`src/rtl/hecc_pkg.sv`:
```
package hecc_pkg;
  typedef enum logic [1:0] {
    CHK_CLEAN = 2'b00,
    CHK_FIXED = 2'b01,
    CHK_CODE  = 2'b10,
    CHK_FATAL = 2'b11
  } chk_status_e;
endpackage

```
`src/rtl/hecc_byte_contrib.sv`:
```
// Parity contribution of one byte at a given index to both groups.
module hecc_byte_contrib #(
  parameter  int IDX_W = 9,
  localparam int G     = IDX_W + 3
) (
  input  logic [IDX_W-1:0] idx_i,
  input  logic [7:0]       data_i,
  output logic [G-1:0]     hi_o,
  output logic [G-1:0]     lo_o
);
  logic       par;
  logic [2:0] bx;

  always_comb begin
    par = ^data_i;
    bx  = '0;
    for (int b = 0; b < 8; b++) begin
      if (data_i[b]) bx = bx ^ 3'(b);
    end
  end

  // odd count of ones: the byte index survives the XOR fold
  assign hi_o = {{IDX_W{par}} & idx_i, bx};
  assign lo_o = {{IDX_W{par}} & ~idx_i, bx ^ {3{par}}};
endmodule

```
`src/rtl/hecc_accum.sv`:
```
module hecc_accum #(
  parameter  int SECTOR_BYTES = 512,
  localparam int IDX_W        = $clog2(SECTOR_BYTES),
  localparam int G            = IDX_W + 3
) (
  input  logic         clk_i,
  input  logic         rst_ni,
  input  logic         clr_i,
  input  logic         rd_i,
  input  logic         valid_i,
  input  logic         sos_i,
  input  logic [7:0]   data_i,
  output logic [G-1:0] hi_o,
  output logic [G-1:0] lo_o
);
  localparam logic [IDX_W-1:0] LAST_IDX = IDX_W'(SECTOR_BYTES - 1);

  logic [IDX_W-1:0] idx_q, idx_eff;
  logic [G-1:0]     hi_q, lo_q, c_hi, c_lo;
  logic             restart, fresh;

  assign restart = clr_i | rd_i;
  assign fresh   = restart | (valid_i & sos_i);
  assign idx_eff = fresh ? '0 : idx_q;

  hecc_byte_contrib #(.IDX_W(IDX_W)) u_contrib (
    .idx_i  (idx_eff),
    .data_i (data_i),
    .hi_o   (c_hi),
    .lo_o   (c_lo)
  );

  always_ff @(posedge clk_i or negedge rst_ni) begin
    if (!rst_ni) begin
      hi_q  <= '0;
      lo_q  <= '0;
      idx_q <= '0;
    end else if (valid_i) begin
      hi_q  <= (fresh ? '0 : hi_q) ^ c_hi;
      lo_q  <= (fresh ? '0 : lo_q) ^ c_lo;
      idx_q <= (idx_eff == LAST_IDX) ? '0 : idx_eff + 1'b1;
    end else if (restart) begin
      hi_q  <= '0;
      lo_q  <= '0;
      idx_q <= '0;
    end
  end

  assign hi_o = hi_q;
  assign lo_o = lo_q;


  clr_empties_chk: assert property (@(posedge clk_i) disable iff (!rst_ni)
    clr_i && !valid_i |=> hi_q == '0 && lo_q == '0);

  rd_empties_chk: assert property (@(posedge clk_i) disable iff (!rst_ni)
    rd_i && !valid_i |=> hi_q == '0 && lo_q == '0);

  idle_hold_chk: assert property (@(posedge clk_i) disable iff (!rst_ni)
    !valid_i && !restart |=> $stable(hi_q) && $stable(lo_q) && $stable(idx_q));
endmodule

```
`src/rtl/hecc_checker.sv`:
```
module hecc_checker
  import hecc_pkg::*;
#(
  parameter  int SECTOR_BYTES = 512,
  localparam int IDX_W        = $clog2(SECTOR_BYTES),
  localparam int G            = IDX_W + 3
) (
  input  logic             clk_i,
  input  logic             rst_ni,
  input  logic             req_i,
  input  logic [2*G-1:0]   stored_i,
  input  logic [2*G-1:0]   calc_i,
  output logic             valid_o,
  output logic [1:0]       status_o,
  output logic [IDX_W-1:0] byte_o,
  output logic [2:0]       bit_o
);
  localparam logic [IDX_W:0] SEC_LIM = (IDX_W+1)'(SECTOR_BYTES);

  logic [2*G-1:0]   diff;
  logic [G-1:0]     fold;
  chk_status_e      st_d, st_q;
  logic [IDX_W-1:0] byte_d, byte_q;
  logic [2:0]       bit_d, bit_q;
  logic             valid_q;

  assign diff = calc_i ^ stored_i;
  assign fold = diff[G-1:0] ^ diff[2*G-1:G];

  always_comb begin
    st_d   = CHK_FATAL;
    byte_d = '0;
    bit_d  = '0;
    if (diff == '0) begin
      st_d = CHK_CLEAN;
    end else if (&fold) begin
      // groups are exact complements: one data bit flipped
      if ({1'b0, diff[2*G-1:G+3]} < SEC_LIM) begin
        st_d   = CHK_FIXED;
        byte_d = diff[2*G-1:G+3];
        bit_d  = diff[G+2:G];
      end
    end else if ($countones(diff) == 1) begin
      st_d = CHK_CODE;
    end
  end

  always_ff @(posedge clk_i or negedge rst_ni) begin
    if (!rst_ni) begin
      valid_q <= 1'b0;
      st_q    <= CHK_CLEAN;
      byte_q  <= '0;
      bit_q   <= '0;
    end else begin
      valid_q <= req_i;
      if (req_i) begin
        st_q   <= st_d;
        byte_q <= byte_d;
        bit_q  <= bit_d;
      end
    end
  end

  assign valid_o  = valid_q;
  assign status_o = st_q;
  assign byte_o   = byte_q;
  assign bit_o    = bit_q;


  valid_follows_req_chk: assert property (@(posedge clk_i) disable iff (!rst_ni)
    req_i |=> valid_o);

  valid_only_after_req_chk: assert property (@(posedge clk_i) disable iff (!rst_ni)
    !req_i |=> !valid_o);

  clean_zero_idx_chk: assert property (@(posedge clk_i) disable iff (!rst_ni)
    req_i && calc_i == stored_i |=> status_o == 2'b00 && byte_o == '0 && bit_o == '0);

  code_only_chk: assert property (@(posedge clk_i) disable iff (!rst_ni)
    req_i && $countones(calc_i ^ stored_i) == 1 |=> status_o == 2'b10 && byte_o == '0);

  fixed_index_chk: assert property (@(posedge clk_i) disable iff (!rst_ni)
    req_i |=> status_o != 2'b01 ||
              {byte_o, bit_o} == $past(calc_i[2*G-1:G] ^ stored_i[2*G-1:G]));
endmodule

```
`src/rtl/hecc_sector.sv`:
```
module hecc_sector #(
  parameter  int SECTOR_BYTES = 512,
  localparam int IDX_W        = $clog2(SECTOR_BYTES),
  localparam int G            = IDX_W + 3
) (
  input  logic             clk_i,
  input  logic             rst_ni,
  input  logic             clr_i,
  input  logic             byte_valid_i,
  input  logic             byte_sos_i,
  input  logic [7:0]       byte_data_i,
  input  logic             code_rd_i,
  output logic [2*G-1:0]   code_o,
  input  logic             chk_req_i,
  input  logic [2*G-1:0]   chk_stored_i,
  input  logic [2*G-1:0]   chk_calc_i,
  output logic             chk_valid_o,
  output logic [1:0]       chk_status_o,
  output logic [IDX_W-1:0] chk_byte_o,
  output logic [2:0]       chk_bit_o
);
  logic [G-1:0] acc_hi, acc_lo;

  hecc_accum #(.SECTOR_BYTES(SECTOR_BYTES)) u_accum (
    .clk_i   (clk_i),
    .rst_ni  (rst_ni),
    .clr_i   (clr_i),
    .rd_i    (code_rd_i),
    .valid_i (byte_valid_i),
    .sos_i   (byte_sos_i),
    .data_i  (byte_data_i),
    .hi_o    (acc_hi),
    .lo_o    (acc_lo)
  );

  // inversion makes an erased sector match erased spare bytes
  assign code_o = ~{acc_hi, acc_lo};

  hecc_checker #(.SECTOR_BYTES(SECTOR_BYTES)) u_checker (
    .clk_i    (clk_i),
    .rst_ni   (rst_ni),
    .req_i    (chk_req_i),
    .stored_i (chk_stored_i),
    .calc_i   (chk_calc_i),
    .valid_o  (chk_valid_o),
    .status_o (chk_status_o),
    .byte_o   (chk_byte_o),
    .bit_o    (chk_bit_o)
  );


  empty_code_ones_chk: assert property (@(posedge clk_i) disable iff (!rst_ni)
    clr_i && !byte_valid_i |=> code_o == '1);
endmodule

```
`config.mk`:
```
export PLATFORM = sky130hd
export DESIGN_NAME = hecc_sector
export DESIGN_NICKNAME = d
export VERILOG_FILES = /design/src/rtl/hecc_pkg.sv /design/src/rtl/hecc_byte_contrib.sv /design/src/rtl/hecc_accum.sv /design/src/rtl/hecc_checker.sv /design/src/rtl/hecc_sector.sv
export SDC_FILE = /design/constraint.sdc
export NUM_CORES = 1
export LEC_CHECK = 0
export ABC_AREA = 1
export ABC_CLOCK_PERIOD_IN_PS = 3940
export BUFFER_PORTS_ARGS = -buffer_cell sky130_fd_sc_hd__buf_4
export CORE_ASPECT_RATIO = 1.4
export CORE_MARGIN = 8
export CORE_UTILIZATION = 39
export DETAILED_ROUTE_END_ITERATION = 7
export HOLD_SLACK_MARGIN = 0.12
export PLACE_DENSITY = 0.69
export SYNTH_ARGS = -nofsm -noshare
export SYNTH_HDL_FRONTEND = slang
export SYNTH_SLANG_ARGS = --single-unit
```
`constraint.sdc`:
```
create_clock -name clk_i -period 3.94 [get_ports clk_i]
set_clock_uncertainty 0.15 [all_clocks]
set_input_delay 0.591 -clock clk_i [delete_from_list [all_inputs] [get_ports clk_i]]
set_output_delay 0.591 -clock clk_i [all_outputs]
set_load 0.05 [all_outputs]
```
# ---- After elaboration in Yosys (flattened, before gate mapping)
# Index checks and enable logic that the tools add are counted.
dict set report classes {
  addsub 24
  n_eq_ne 2
  muxes 23
  bitwise 18
  reduce_logical 4
}
# operator n
set ops {}
lappend ops {{$add 32x32->32} 11}
lappend ops {{$mux 12} 5}
lappend ops {{$mux 9} 6}
lappend ops {{$xor 12x12->12} 3}
lappend ops {{$eq 32x2->1 const B} 1}
lappend ops {{$add 1x1->2} 12}
lappend ops {{$logic_not 24->1} 1}
lappend ops {{$not 24->24} 1}
lappend ops {{$xor 24x24->24} 1}
lappend ops {{$and 9x9->9} 2}
lappend ops {{$mux 3} 6}
lappend ops {{$reduce_and 12->1} 1}
lappend ops {{$add 9x1->9 const B} 1}
lappend ops {{$eq 9x9->1 const B} 1}
lappend ops {{$not 9->9} 1}
lappend ops {{$mux 2} 4}
lappend ops {{$reduce_xor 8->1} 1}
lappend ops {{$not 2->2} 3}
lappend ops {{$not 3->3} 1}
lappend ops {{$xor 3x3->3} 1}
lappend ops {{$mux 1} 2}
lappend ops {{$not 1->1 const A} 2}
lappend ops {{$or 1x1->1} 2}
lappend ops {{$reduce_bool 2->1} 1}
lappend ops {{$and 1x1->1} 1}
dict set report totals {
  reg_bits 48
  in_bits 63
  out_inout_bits 39
  elab_cells 78
}

# ---- Depth between registers and ports, before layout
# Gate-level depths: netlist of the first run.
dict set report logic_depth {
  depth_word 14
  mapped_depth 22
  depth_no_buf 22
}

# ---- Cells and area by module
# A second synthesis of the first run with hierarchy kept.
dict set report hier_totals {
  hier_cells 675
  area_unflattened_um2 4604.4
}
# module n_inst cells_each area_per_inst_um2 seq_area_each_um2
set modules_own_cells {}
lappend modules_own_cells {hecc_checker 1 327 2080.7 375.4}
lappend modules_own_cells {hecc_accum 1 241 1985.7 825.8}
lappend modules_own_cells {hecc_byte_contrib 1 83 447.9 0.0}
lappend modules_own_cells {hecc_sector 1 24 90.1 0.0}

# ---- Least setup slack after synthesis of the first run
# No wires, ideal clock.
dict set report synth_timing {
  path_kind {input to register}
  startpoint {in chk_calc_i[13]}
  endpoint {reg u_checker.st_q[0] (netlist: u_checker.status_o[0])}
  arrival_time_ns 4.750
  slack_ns -1.080
  stages 20
  n_path_buf 0
  cell_sequence {inv_1 nand2_1 nand2_1 inv_1 ha_1 fa_1 inv_1 fa_1 fa_1 fa_1 inv_1 fa_1 ha_1 inv_1 fa_1 nand4_1 a21oi_1 nor2_1 a21oi_1 nand2_1}
}
dict set report synth_between {
  elab_chain_cells 10
  word_cells_on_any_way 13
}
# item line_no
set synth_lines {}
lappend synth_lines {{start: declaration} hecc_sector.sv:16} ;# input logic [2*G-1:0] chk_calc_i,
lappend synth_lines {{$xor 24x24->24 (*)} hecc_checker.sv:27} ;# assign diff = calc_i ^ stored_i;
lappend synth_lines {{$add 1x1->2 (not written as such)} hecc_checker.sv:43} ;# end else if ($countones(diff) == 1) begin
lappend synth_lines {{$add 32x32->32 (not written as such) (4 in a row)} hecc_checker.sv:43}
lappend synth_lines {{$eq 32x2->1} hecc_checker.sv:43}
lappend synth_lines {{$mux 1} hecc_checker.sv:43}
lappend synth_lines {{$mux 2} hecc_checker.sv:36} ;# end else if (&fold) begin
lappend synth_lines {{$mux 2 (*)} hecc_checker.sv:34} ;# if (diff == '0) begin
lappend synth_lines {{end signal: assignment} hecc_checker.sv:57} ;# st_q <= st_d;
lappend synth_lines {{end: declaration} hecc_checker.sv:22} ;# chk_status_e st_d, st_q;
# Mark *: on every way between the ends. The rest lies on a longest branch, timed or not.
# A chain may end at the register's enable or synchronous reset.

# ---- Final worst setup path of the first run
dict set report layout_timing {
  startpoint {in chk_calc_i[18]}
  endpoint {reg u_checker.st_q[0] (netlist: u_checker.status_o[0])}
}
dict set report layout_between {
  elab_chain_cells 9
  word_cells_on_any_way 12
}
# item line_no
set layout_lines {}
lappend layout_lines {{$xor 24x24->24 (*)} hecc_checker.sv:27}
lappend layout_lines {{$add 1x1->2 (not written as such)} hecc_checker.sv:43}
lappend layout_lines {{$add 32x32->32 (not written as such) (3 in a row)} hecc_checker.sv:43}
lappend layout_lines {{$eq 32x2->1} hecc_checker.sv:43}
lappend layout_lines {{$mux 1} hecc_checker.sv:43}
lappend layout_lines {{$mux 2} hecc_checker.sv:36}
lappend layout_lines {{$mux 2 (*)} hecc_checker.sv:34}
# Marked as above.

==> flow_metrics.tcl, run 1 <==
set metrics [dict create \
    status "complete, but fails checks" \
    failed_checks "negative setup slack" \
    io_pins 102 \
    fin_nets 1047 \
    grt-ovfl-total 0 \
    required_ns 3.97 \
    rows 49 \
    p_int_w 0.00139 \
    syn-cell-area_mm2 0.00509 \
    arrival_ns 4.84 \
    tightest_slew_ns 0.853 \
    rsz0062_at_grt "true" \
    cpPeakStageDelay_ns 0.58 \
    worst_slew_margin_rel 0.430 \
    hold_viol 0 \
    diodes 0 \
    slowest_stage "fa_1" \
    crit_top_cell "fa_1" \
    cts_made_buffers 5 \
    avgRoutedWirePerCell_um 12.0 \
    hold_class "primary input to async pin" \
    crit_type "primary input to flop" \
    vias 5001 \
    p_total_w 0.00239 \
    ys_warn_count 0 \
    fin_ws_ns -0.874 \
    grtUsageTotal 0.159 \
    clk_latency_ns 0.29 \
    clkSlewWorstSetupHoldPaths_ns 0.06 \
    drc 0 \
    grt_pass1_wl_um 22100 \
    cp_cell_sequence "buf_4, nand2_1, nand2_2, inv_2, ha_4, inv_2, fa_1, fa_1, fa_1, fa_1, inv_1, fa_1, ha_2, inv_2, fa_1, nand4_1, a21oi_1, nor2_1, a21oi_1, nand2_1" \
    coreArea_mm2 0.0128 \
    routed_wl_um 13000 \
    post-route-util 0.499 \
    max_freq_mhz 208 \
    ys_ff_latch 48 \
    ys_seq_area_frac 0.236 \
    drt_first_pass_iters 4 \
    grt_pass1_vias 4888 \
    slew_viol_final 0 \
    synth_fp_nets 921 \
    cts_buffer_depth 2 \
    syn2layout_area_growth_pct 25.8 \
    seqPwrFrac 0.223 \
    min_period_over_period 1.22 \
    final_area_mm2 0.00640 \
    cts_max_level 2 \
    maxCapViolations 0 \
    drive_above_1_share 0.222 \
    drtAntennaViolNets 0 \
    peakVddDrop_mv 0.308 \
    syn_inst 804 \
    cp-end-kind "flop" \
    p_per_area_mw_per_mm2 374 \
    cts_sinks 48 \
    die_width_um 113 \
    leakagePower_nw 3.76 \
    comb_power_share 0.595 \
    initialDrtViolationCount 139 \
    final_cell_mix "nand2_1 (357), inv_1 (142), buf_4 (136)" \
    die_h_um 151 \
    cts_tree "done" \
    start_util 0.397 \
    place_area_mm2 0.00622 \
    n_fill_cell 1300 \
    dp_hpwl_um 10900 \
    switching_share 0.420 \
    period_needed_ns 4.81 \
    setup-violations-final 1 \
    p_clk_frac 0.182 \
    p_switching_w 0.00100 \
    final_common_cell "nand2_1" \
    via_per_inst 4.61 \
    critPathLaunchType "primary input" \
    antenna_found_initial 0 \
    grt_start_max_net_pins 49 \
    port_buffers 101 \
    timing.hold.ws_ns 0.168 \
    design.die.area_mm2 0.0170 \
    cp_max_fo 3 \
    clock-root-buffer "clkbuf_16" \
    ctsHoldBuffers 0 \
    gp_congestion 0.922 \
    ys_types 33 \
    synth_area_per_cell_um2 6.33 \
]
[per-stage QoR]
stage,worst slack (ns),setup TNS (ns),instances
detailed placement,-1.24,-1.24,1075
global placement,-1.14,-1.14,1075
finish,-0.874,-0.874,1084
CTS,-0.877,-0.877,1084
global route,-1.05,-1.05,1084
floorplan,-0.864,-0.864,804
[path summary, 6_finish.rpt]
kind                                                      to  cells after the start  slack, ns                          from
max                        u_checker.status_o[0]$_DFFE_PN0P_                     20      -0.87                chk_calc_i[18]
min                              u_accum.lo_o[1]$_DFFE_PN0P_                      1       0.17                        rst_ni
max reg2reg                     u_accum.idx_q[3]$_DFFE_PN0P_                     11       1.64  u_accum.idx_q[1]$_DFFE_PN0P_
min reg2reg                      u_accum.lo_o[9]$_DFFE_PN0P_                      2       0.33   u_accum.lo_o[9]$_DFFE_PN0P_
max in group asynchronous       u_accum.idx_q[7]$_DFFE_PN0P_                      1       3.05                        rst_ni
min in group clk_i               u_checker.valid_o$_DFF_PN0_                      1       0.30                     chk_req_i
[synthesized netlist by cell type]
library cell | number | area, um^2
buf_2 | 7 | 35.0
clkbuf_1 | 4 | 15.0
o22ai_1 | 4 | 25.0
a21oi_1 | 3 | 15.0
xnor2_1 | 6 | 52.6
buf_12 | 1 | 20.0
nor2_2 | 6 | 37.5
nand2_4 | 1 | 11.3
buf_8 | 1 | 15.0
inv_1 | 147 | 552
nor3_1 | 1 | 5.00
nand2_2 | 6 | 37.5
fa_1 | 19 | 380
buf_4 | 1 | 7.51
xor2_1 | 2 | 17.5
nand4_1 | 4 | 25.0
nor3_2 | 1 | 10.0
nand3b_1 | 2 | 15.0
nand3_1 | 48 | 240
o21ai_1 | 1 | 5.00
nand3_2 | 19 | 190
nor2_8 | 1 | 20.0
inv_2 | 7 | 26.3
buf_6 | 2 | 22.5
o21ai_0 | 11 | 55.1
nor2_4 | 1 | 11.3
dfrtp_1 | 48 | 1200
nand2_1 | 362 | 1360
nor2_1 | 48 | 180
ha_1 | 35 | 438
xnor3_1 | 2 | 45.0
or2_2 | 2 | 12.5
buf_1 | 1 | 3.75
[layout make-up]
type	instances	area, um^2	share of cell area
multi-input cells	585	3260	0.509
flip-flops and latches	48	1200	0.188
clock buffers	8	146	0.0229
well taps	153	191	0.0299
repair buffers	136	1020	0.160
inverters	154	578	0.0904
[routing by layer]
metal,vias up,GRT usage,wire length (um)
met1,2242,0.161,5130
met4,0,0.0596,416
met2,95,0.312,6910
li1,2639,-,-
met3,25,0.0327,586
met5,-,0,0
[critical path, delay by kind of cell]
family          cells  cell delay (ns)
fa+ha+maj           8             3.32
simple gates        5             0.35
buf+inv             5             0.34
compound gates      2             0.26
[sequential cells by signal, summed over array words and instances (netlist names)]
signal,cells
u_accum.hi_o,12
u_accum.lo_o,12
u_accum.idx_q,9
u_checker.byte_o,9
u_checker.bit_o,3
u_checker.status_o,2
u_checker.valid_o,1
[cell families after synthesis]
logic type / after synthesis / share of synthesized area
AOI/OAI and AO/OA: 19 / 0.0197
xor gates and xnor gates: 10 / 0.0226
adders and majority gates: 54 / 0.161
buffers and inverters: 171 / 0.137
DFF: 48 / 0.236
and+or+nand+nor: 502 / 0.424
[power groups by stage]
stage	Sequential (W)	Clock (W)	Combinational, W
after floorplan	0.000562	0	0.000974
after detailed placement	0.000542	0	0.00144
after CTS	0.000533	0.000445	0.00144
final	0.000533	0.000435	0.00142
after global routing	0.000536	0.000462	0.00164
after global placement	0.000543	0	0.00135
[what timing repair did]
action / in CTS / in global routing
setup endpoints to repair: 1 / 1
pin swaps: 6 / 4
gates resized for setup: 6 / 3
buffers inserted: 1 / 0
Note: power is estimated with default switching activity, not from simulation.
==> run 2, diff against run 1 <==
Settings changed: ABC_CLOCK_PERIOD_IN_PS 3940 to not set, PLACE_DENSITY 0.69 to 0.7, SYNTH_HIERARCHICAL set to 1.
Clock period 3.94 ns to 5.25 ns, I/O delays scaled along.
==> run 2 against run 1 <==
The flow now finishes without violations. Sequential share of layout area increased by 2.7 points. First-iteration DRC count is 29% higher. Sequential power decreased by 23%. Hold slack improved by 0.16 ns. Flip-flop and latch count is the same. Critical endpoint is now u_checker/status_o[0]$_DFFE_PN0P_.
==> flow_metrics.tcl, run 2 <==
set metrics [dict create \
    leakagePower_nw 3.03 \
    ys_types 37 \
    place_area_mm2 0.00545 \
    ctsHoldBuffers 0 \
    clkSlewWorstSetupHoldPaths_ns 0.06 \
    synth_common_cells "nand2_1 (182), inv_1 (143), nand3_1 (64)" \
    synth_edf_count 0 \
    final_common_cell "nand2_1" \
    synth.mux.area_fraction 0 \
    timing.rr.start "u_accum/idx_q[1]$_DFFE_PN0P_" \
    die_h_um 145 \
    initialDrtViolationCount 179 \
    yosysMostFrequentCell "nand2_1" \
    p_per_area_mw_per_mm2 273 \
    drc 0 \
    coreArea_mm2 0.0117 \
    final_area_mm2 0.00558 \
    min_period_over_period 0.943 \
    reg2reg_depth 13 \
    grt_pass1_wl_um 19300 \
    drive_above_1_share 0.241 \
    ys_warn_count 6 \
    cts_made_buffers 5 \
    rows 47 \
    cts_tree "done" \
    synth_area_per_cell_um2 6.82 \
    reg2reg_slack_ns 2.83 \
    status "completed" \
    synth_fp_nets 764 \
    vias 4246 \
    drtAntennaViolNets 0 \
    netlist.area_leader.share 0.261 \
    arrival_ns 4.97 \
    gp_congestion 0.884 \
    grt_start_max_net_pins 49 \
    synth_compound_area_frac 0.0946 \
    hold_viol 0 \
    grt_pass1_vias 4243 \
    cts-resized-gates 0 \
    peakVddDrop_mv 0.257 \
    via_per_inst 4.62 \
    fin_nets 861 \
    fin_ws_ns 0.297 \
    rsz0062_at_grt "false" \
    worstHoldEndpoint "u_accum/idx_q[7]$_DFFE_PN0P_" \
    cts_buffer_depth 2 \
    start_util 0.393 \
    place_ws_ns -0.00333 \
    ys_seq_area_frac 0.261 \
    clock-root-buffer "clkbuf_16" \
    cts_max_level 2 \
    r2r_end "u_accum/idx_q[3]$_DFFE_PN0P_" \
    slew_viol_final 0 \
    diodes 0 \
    critPathLaunchType "primary input" \
    setup-violations-final 0 \
    io_pins 102 \
    clk_latency_ns 0.28 \
    dp_hpwl_um 9470 \
    worst_slew_margin_rel 0.314 \
    routed_wl_um 11500 \
    syn_inst 675 \
    cp_max_fo 4 \
    ys.flop_type "dfrtp_1" \
    yosys.area_share.simple 0.360 \
    synth-adder-area-share 0.0984 \
    grt-ovfl-total 0 \
    grtUsageTotal 0.152 \
    synthArstFlopShare 1.00 \
    n_fill_cell 1203 \
    required_ns 5.27 \
    drt_first_pass_iters 4 \
    holdPathStages 2 \
    cts_sinks 48 \
    synth_top_family_by_area "simple AND/OR/NAND/NOR gates" \
    post_cts_buffers 0 \
    tightest_slew_ns 1.03 \
    final_cell_mix "nand2_1 (182), inv_1 (143), buf_4 (106)" \
    cp-startpoint "chk_stored_i[1]" \
    antenna_found_initial 0 \
    setup_tns_ns 0 \
    die_width_um 108 \
    synth_top_cell_by_area "dfrtp_1" \
    ys_ff_latch 48 \
    synth_top_cells_by_area "dfrtp_1 (26%), nand2_1 (15%), inv_1 (12%)" \
    period_needed_ns 4.95 \
    cp-end-kind "flop" \
    max_freq_mhz 202 \
    timing.hold.ws_ns 0.331 \
    syn-cell-area_mm2 0.00460 \
    design.die.area_mm2 0.0156 \
    crit_type "primary input to flop" \
    syn2layout_area_growth_pct 21.2 \
    avgRoutedWirePerCell_um 12.6 \
    port_buffers 101 \
    maxCapViolations 0 \
    yosys.area_share.xor_xnor 0.0302 \
    hold_class "flop to flop" \
    hp-start "u_accum/idx_q[7]$_DFFE_PN0P_" \
]
==> run 2: cell families after synthesis <==
| family | after synthesis |
|---|---|
| simple gates | 354 |
| buf+inv | 172 |
| compound gates | 60 |
| flops | 48 |
| fa+ha+maj | 26 |
| xor+xnor | 15 |
==> run 2: layout make-up <==
class	count	area, um^2	share of cell area
Multi-Input combinational cell	455	2680	0.481
Sequential cell	48	1200	0.215
Timing Repair Buffer	106	796	0.143
Inverter	156	586	0.105
Tap cell	147	184	0.0329
Clock buffer	6	129	0.0231
Clock inverter	1	5.00	0.000896
==> run 2: report_power, final <==
group | internal (W) | switching, W | leakage (nW)
clock network | 0.000173 | 0.000127 | 0.0667
registers | 0.000392 | 0.0000173 | 0.639
logic | 0.000326 | 0.000489 | 2.32
total | 0.000891 | 0.000633 | 3.03
==> run 2: stage by stage <==
step           instances  utilization  power [W]
6_report             919        0.477    0.00152
3_5_place_dp         912        0.466    0.00124
5_1_grt              919        0.477    0.00169
4_1_cts              919        0.477    0.00155
2_1_floorplan        675            -    0.00102
3_3_place_gp         912        0.466    0.00121
==> run 2: worst max path at each step <==
stage	endpoint	slack [ns]
final	u_checker/status_o[0]$_DFFE_PN0P_	0.30
after global routing	u_checker/status_o[0]$_DFFE_PN0P_	0.04
after detailed placement	u_checker/status_o[0]$_DFFE_PN0P_	-0.003
after global placement	u_checker/status_o[0]$_DFFE_PN0P_	0.05
after floorplan	u_checker/status_o[0]$_DFFE_PN0P_	0.35
after CTS	u_checker/status_o[0]$_DFFE_PN0P_	0.29
==> run 2: layer usage <==
| metal | part of all wire | up-vias | GRT usage | wire length [um] |
|---|---|---|---|---|
| met3 | 0.058 | 17 | 0.0361 | 664 |
| met4 | 0.020 | 0 | 0.0484 | 233 |
| met2 | 0.54 | 89 | 0.289 | 6250 |
| met1 | 0.38 | 1905 | 0.157 | 4400 |
| met5 | 0 | - | 0 | 0 |
| li1 | - | 2235 | - | - |
==> run 2: worst max-delay path, stage by stage <==
cell and delay (ns):
buf_4 0.12, xnor2_1 0.37, fa_1 0.51, fa_1 0.50, fa_1 0.52, fa_1 0.52
inv_1 0.05, fa_1 0.45, ha_1 0.24, fa_1 0.44, nor2_1 0.11, o2111ai_1 0.12
nand3_1 0.10, nand2_1 0.05, inv_1 0.05, nand2_1 0.04
==> run 3, diff against run 2 <==
Settings changed: ABC_AREA 1 to not set, CORE_ASPECT_RATIO 1.4 to not set, PLACE_DENSITY 0.7 to 0.71.
==> run 3 against run 2 <==
Total power increased by 8.7%. Worst setup slack improved by 0.010 ns. Flip-flop and latch count did not move. Fmax rose by 0.21%. Largest power group unchanged. Area after synthesis is 19% lower. Critical path type unchanged. Clock power down 22%. Via count is 24% lower.
==> flow_metrics.tcl, run 3 <==
set metrics [dict create \
    status "completed" \
    coreArea_mm2 0.00928 \
    p_total_w 0.00166 \
    ys_ff_latch 48 \
    synth_fp_nets 489 \
    tightest_slew_ns 0.857 \
    crit_type "primary input to flop" \
    via_per_inst 5.10 \
    slew_viol_final 0 \
    cp_cell_sequence "buf_4, xnor2_1, inv_1, fa_1, inv_1, fa_1, fa_1, fa_1, inv_1, fa_1, ha_1, fa_1, nor3_1, and3_1, a2bb2oi_1" \
    setup-violations-final 0 \
    min_period_over_period 0.942 \
    required_ns 5.26 \
    ys.flop_type "dfrtp_1" \
    period_needed_ns 4.94 \
    port_buffers 101 \
    maxCapViolations 0 \
    ys_warn_count 6 \
    fin_ws_ns 0.307 \
    clock-root-buffer "clkbuf_8" \
    grt_pass1_wl_um 16400 \
    avgRoutedWirePerCell_um 15.3 \
    synth_top_cell_by_area "dfrtp_1" \
    drtAntennaViolNets 0 \
    grt_pass1_vias 3424 \
    cts_tree "done" \
    drt_first_pass_iters 5 \
    post_cts_buffers 0 \
    crit_top_cell "fa_1" \
    ctsHoldBuffers 0 \
    yosysMostFrequentCell "dfrtp_1" \
    cp-end-kind "flop" \
    rows 35 \
    ys_types 47 \
    cts_max_level 2 \
    synth_edf_count 0 \
    cts_sinks 48 \
    vias 3225 \
    cpPeakStageDelay_ns 0.52 \
    cts-resized-gates 0 \
    leakagePower_nw 2.18 \
    start_util 0.403 \
    grt_start_max_net_pins 58 \
    routed_wl_um 9660 \
    peakVddDrop_mv 0.218 \
    cts_made_buffers 5 \
    die_h_um 114 \
    p_per_area_mw_per_mm2 348 \
    final_common_cell "buf_4" \
    ys_seq_area_frac 0.321 \
    drc 0 \
    cp_max_fo 2 \
    syn-cell-area_mm2 0.00374 \
    design.die.area_mm2 0.0130 \
    hold_class "primary input to async pin" \
    final_cell_mix "buf_4 (115), dfrtp_1 (48), inv_1 (47)" \
    arrival_ns 4.95 \
    synth_area_per_cell_um2 9.36 \
    grtUsageTotal 0.153 \
    clk_latency_ns 0.29 \
    syn_inst 400 \
    grt-ovfl-total 0 \
    clkSlewWorstSetupHoldPaths_ns 0.08 \
    cts_buffer_depth 2 \
    diodes 0 \
    io_pins 102 \
    slowest_stage "fa_1" \
    worst_slew_margin_rel 0.426 \
    synth_common_cells "dfrtp_1 (48), inv_1 (47), nand2_1 (45)" \
    antenna_found_initial 0 \
    synth_top_cells_by_area "dfrtp_1 (32%), fa_1 (9.1%), xnor2_1 (5.1%)" \
    place_ws_ns -0.0232 \
    die_width_um 114 \
    syn2layout_area_growth_pct 27.0 \
    initialDrtViolationCount 132 \
    netlist.area_leader.share 0.321 \
    critPathLaunchType "primary input" \
    max_freq_mhz 202 \
    rsz0062_at_grt "false" \
    reg2reg_slack_ns 2.77 \
    gp_congestion 0.870 \
    drive_above_1_share 0.296 \
    synthArstFlopShare 1.00 \
    hold_viol 0 \
    fin_nets 592 \
    dp_hpwl_um 7620 \
]
-- run 3: cell families after synthesis --
group                    count (synthesis)  synth area share
AO/OA/AOI/OAI                          105             0.196
XOR/XNOR                                51             0.141
adder cells (fa/ha/maj)                 26             0.121
buffers and inverters                   68            0.0789
flip-flops                              48             0.321
multiplexers                             1           0.00267
AND/OR/NAND/NOR                        101             0.139
-- run 3: layer usage --
layer | GRT usage | part of all wire | up-vias
met3 | 0.0269 | 0.042 | 7
met4 | 0.0337 | 0.0093 | 0
met5 | 0 | 0 | -
met2 | 0.270 | 0.52 | 74
met1 | 0.189 | 0.43 | 1593
li1 | - | - | 1551
-- run 3: worst max-delay path: cells and delay by family --
kind | cells | cell delay (ns)
buf+inv | 4 | 0.33
simple gates | 2 | 0.38
xor+xnor | 1 | 0.23
compound gates | 1 | 0.07
fa+ha+maj | 7 | 3.15
-- run 3: power breakdown --
part / internal, W / switching (W) / total (W)
combinational: 0.000413 / 0.000587 / 0.00100
clock: 0.000117 / 0.000118 / 0.000235
sequential: 0.000403 / 0.0000181 / 0.000421
total: 0.000933 / 0.000723 / 0.00166
-- run 3: final cells by class --
class | count | area [um^2]
clock buffers | 7 | 96.3
fillers | 884 | 4530
inverters | 49 | 184
multi-input cells | 284 | 2250
flip-flops and latches | 48 | 1200
well taps | 129 | 161
repair buffers | 115 | 863
-- run 3: through the flow --
step	setup TNS (ns)	cell area, um^2	std cells	hold WS, ns	util
6_report	0	4750	632	0.342	0.512
4_1_cts	0	4750	632	0.353	0.512
3_3_place_gp	0	4660	625	0.316	0.502
5_1_grt	0	4750	632	0.368	0.512
2_1_floorplan	0	3740	400	0.308	-
3_5_place_dp	-0.0232	4660	625	0.329	0.502
-- run 3: worst paths after layout --
path / startpoint / end / cells after the start
max reg2reg: u_accum/idx_q[0]$_DFFE_PN0P_ / u_accum/idx_q[6]$_DFFE_PN0P_ / 10
min reg2reg: u_checker/bit_o[1]$_DFFE_PN0P_ / u_checker/bit_o[1]$_DFFE_PN0P_ / 1
min: rst_ni / u_accum/lo_o[1]$_DFFE_PN0P_ / 1
max in group asynchronous: rst_ni / u_accum/hi_o[11]$_DFFE_PN0P_ / 1
max: chk_stored_i[9] / u_checker/status_o[0]$_DFFE_PN0P_ / 15
min in group clk_i: u_checker/bit_o[1]$_DFFE_PN0P_ / u_checker/bit_o[1]$_DFFE_PN0P_ / 1
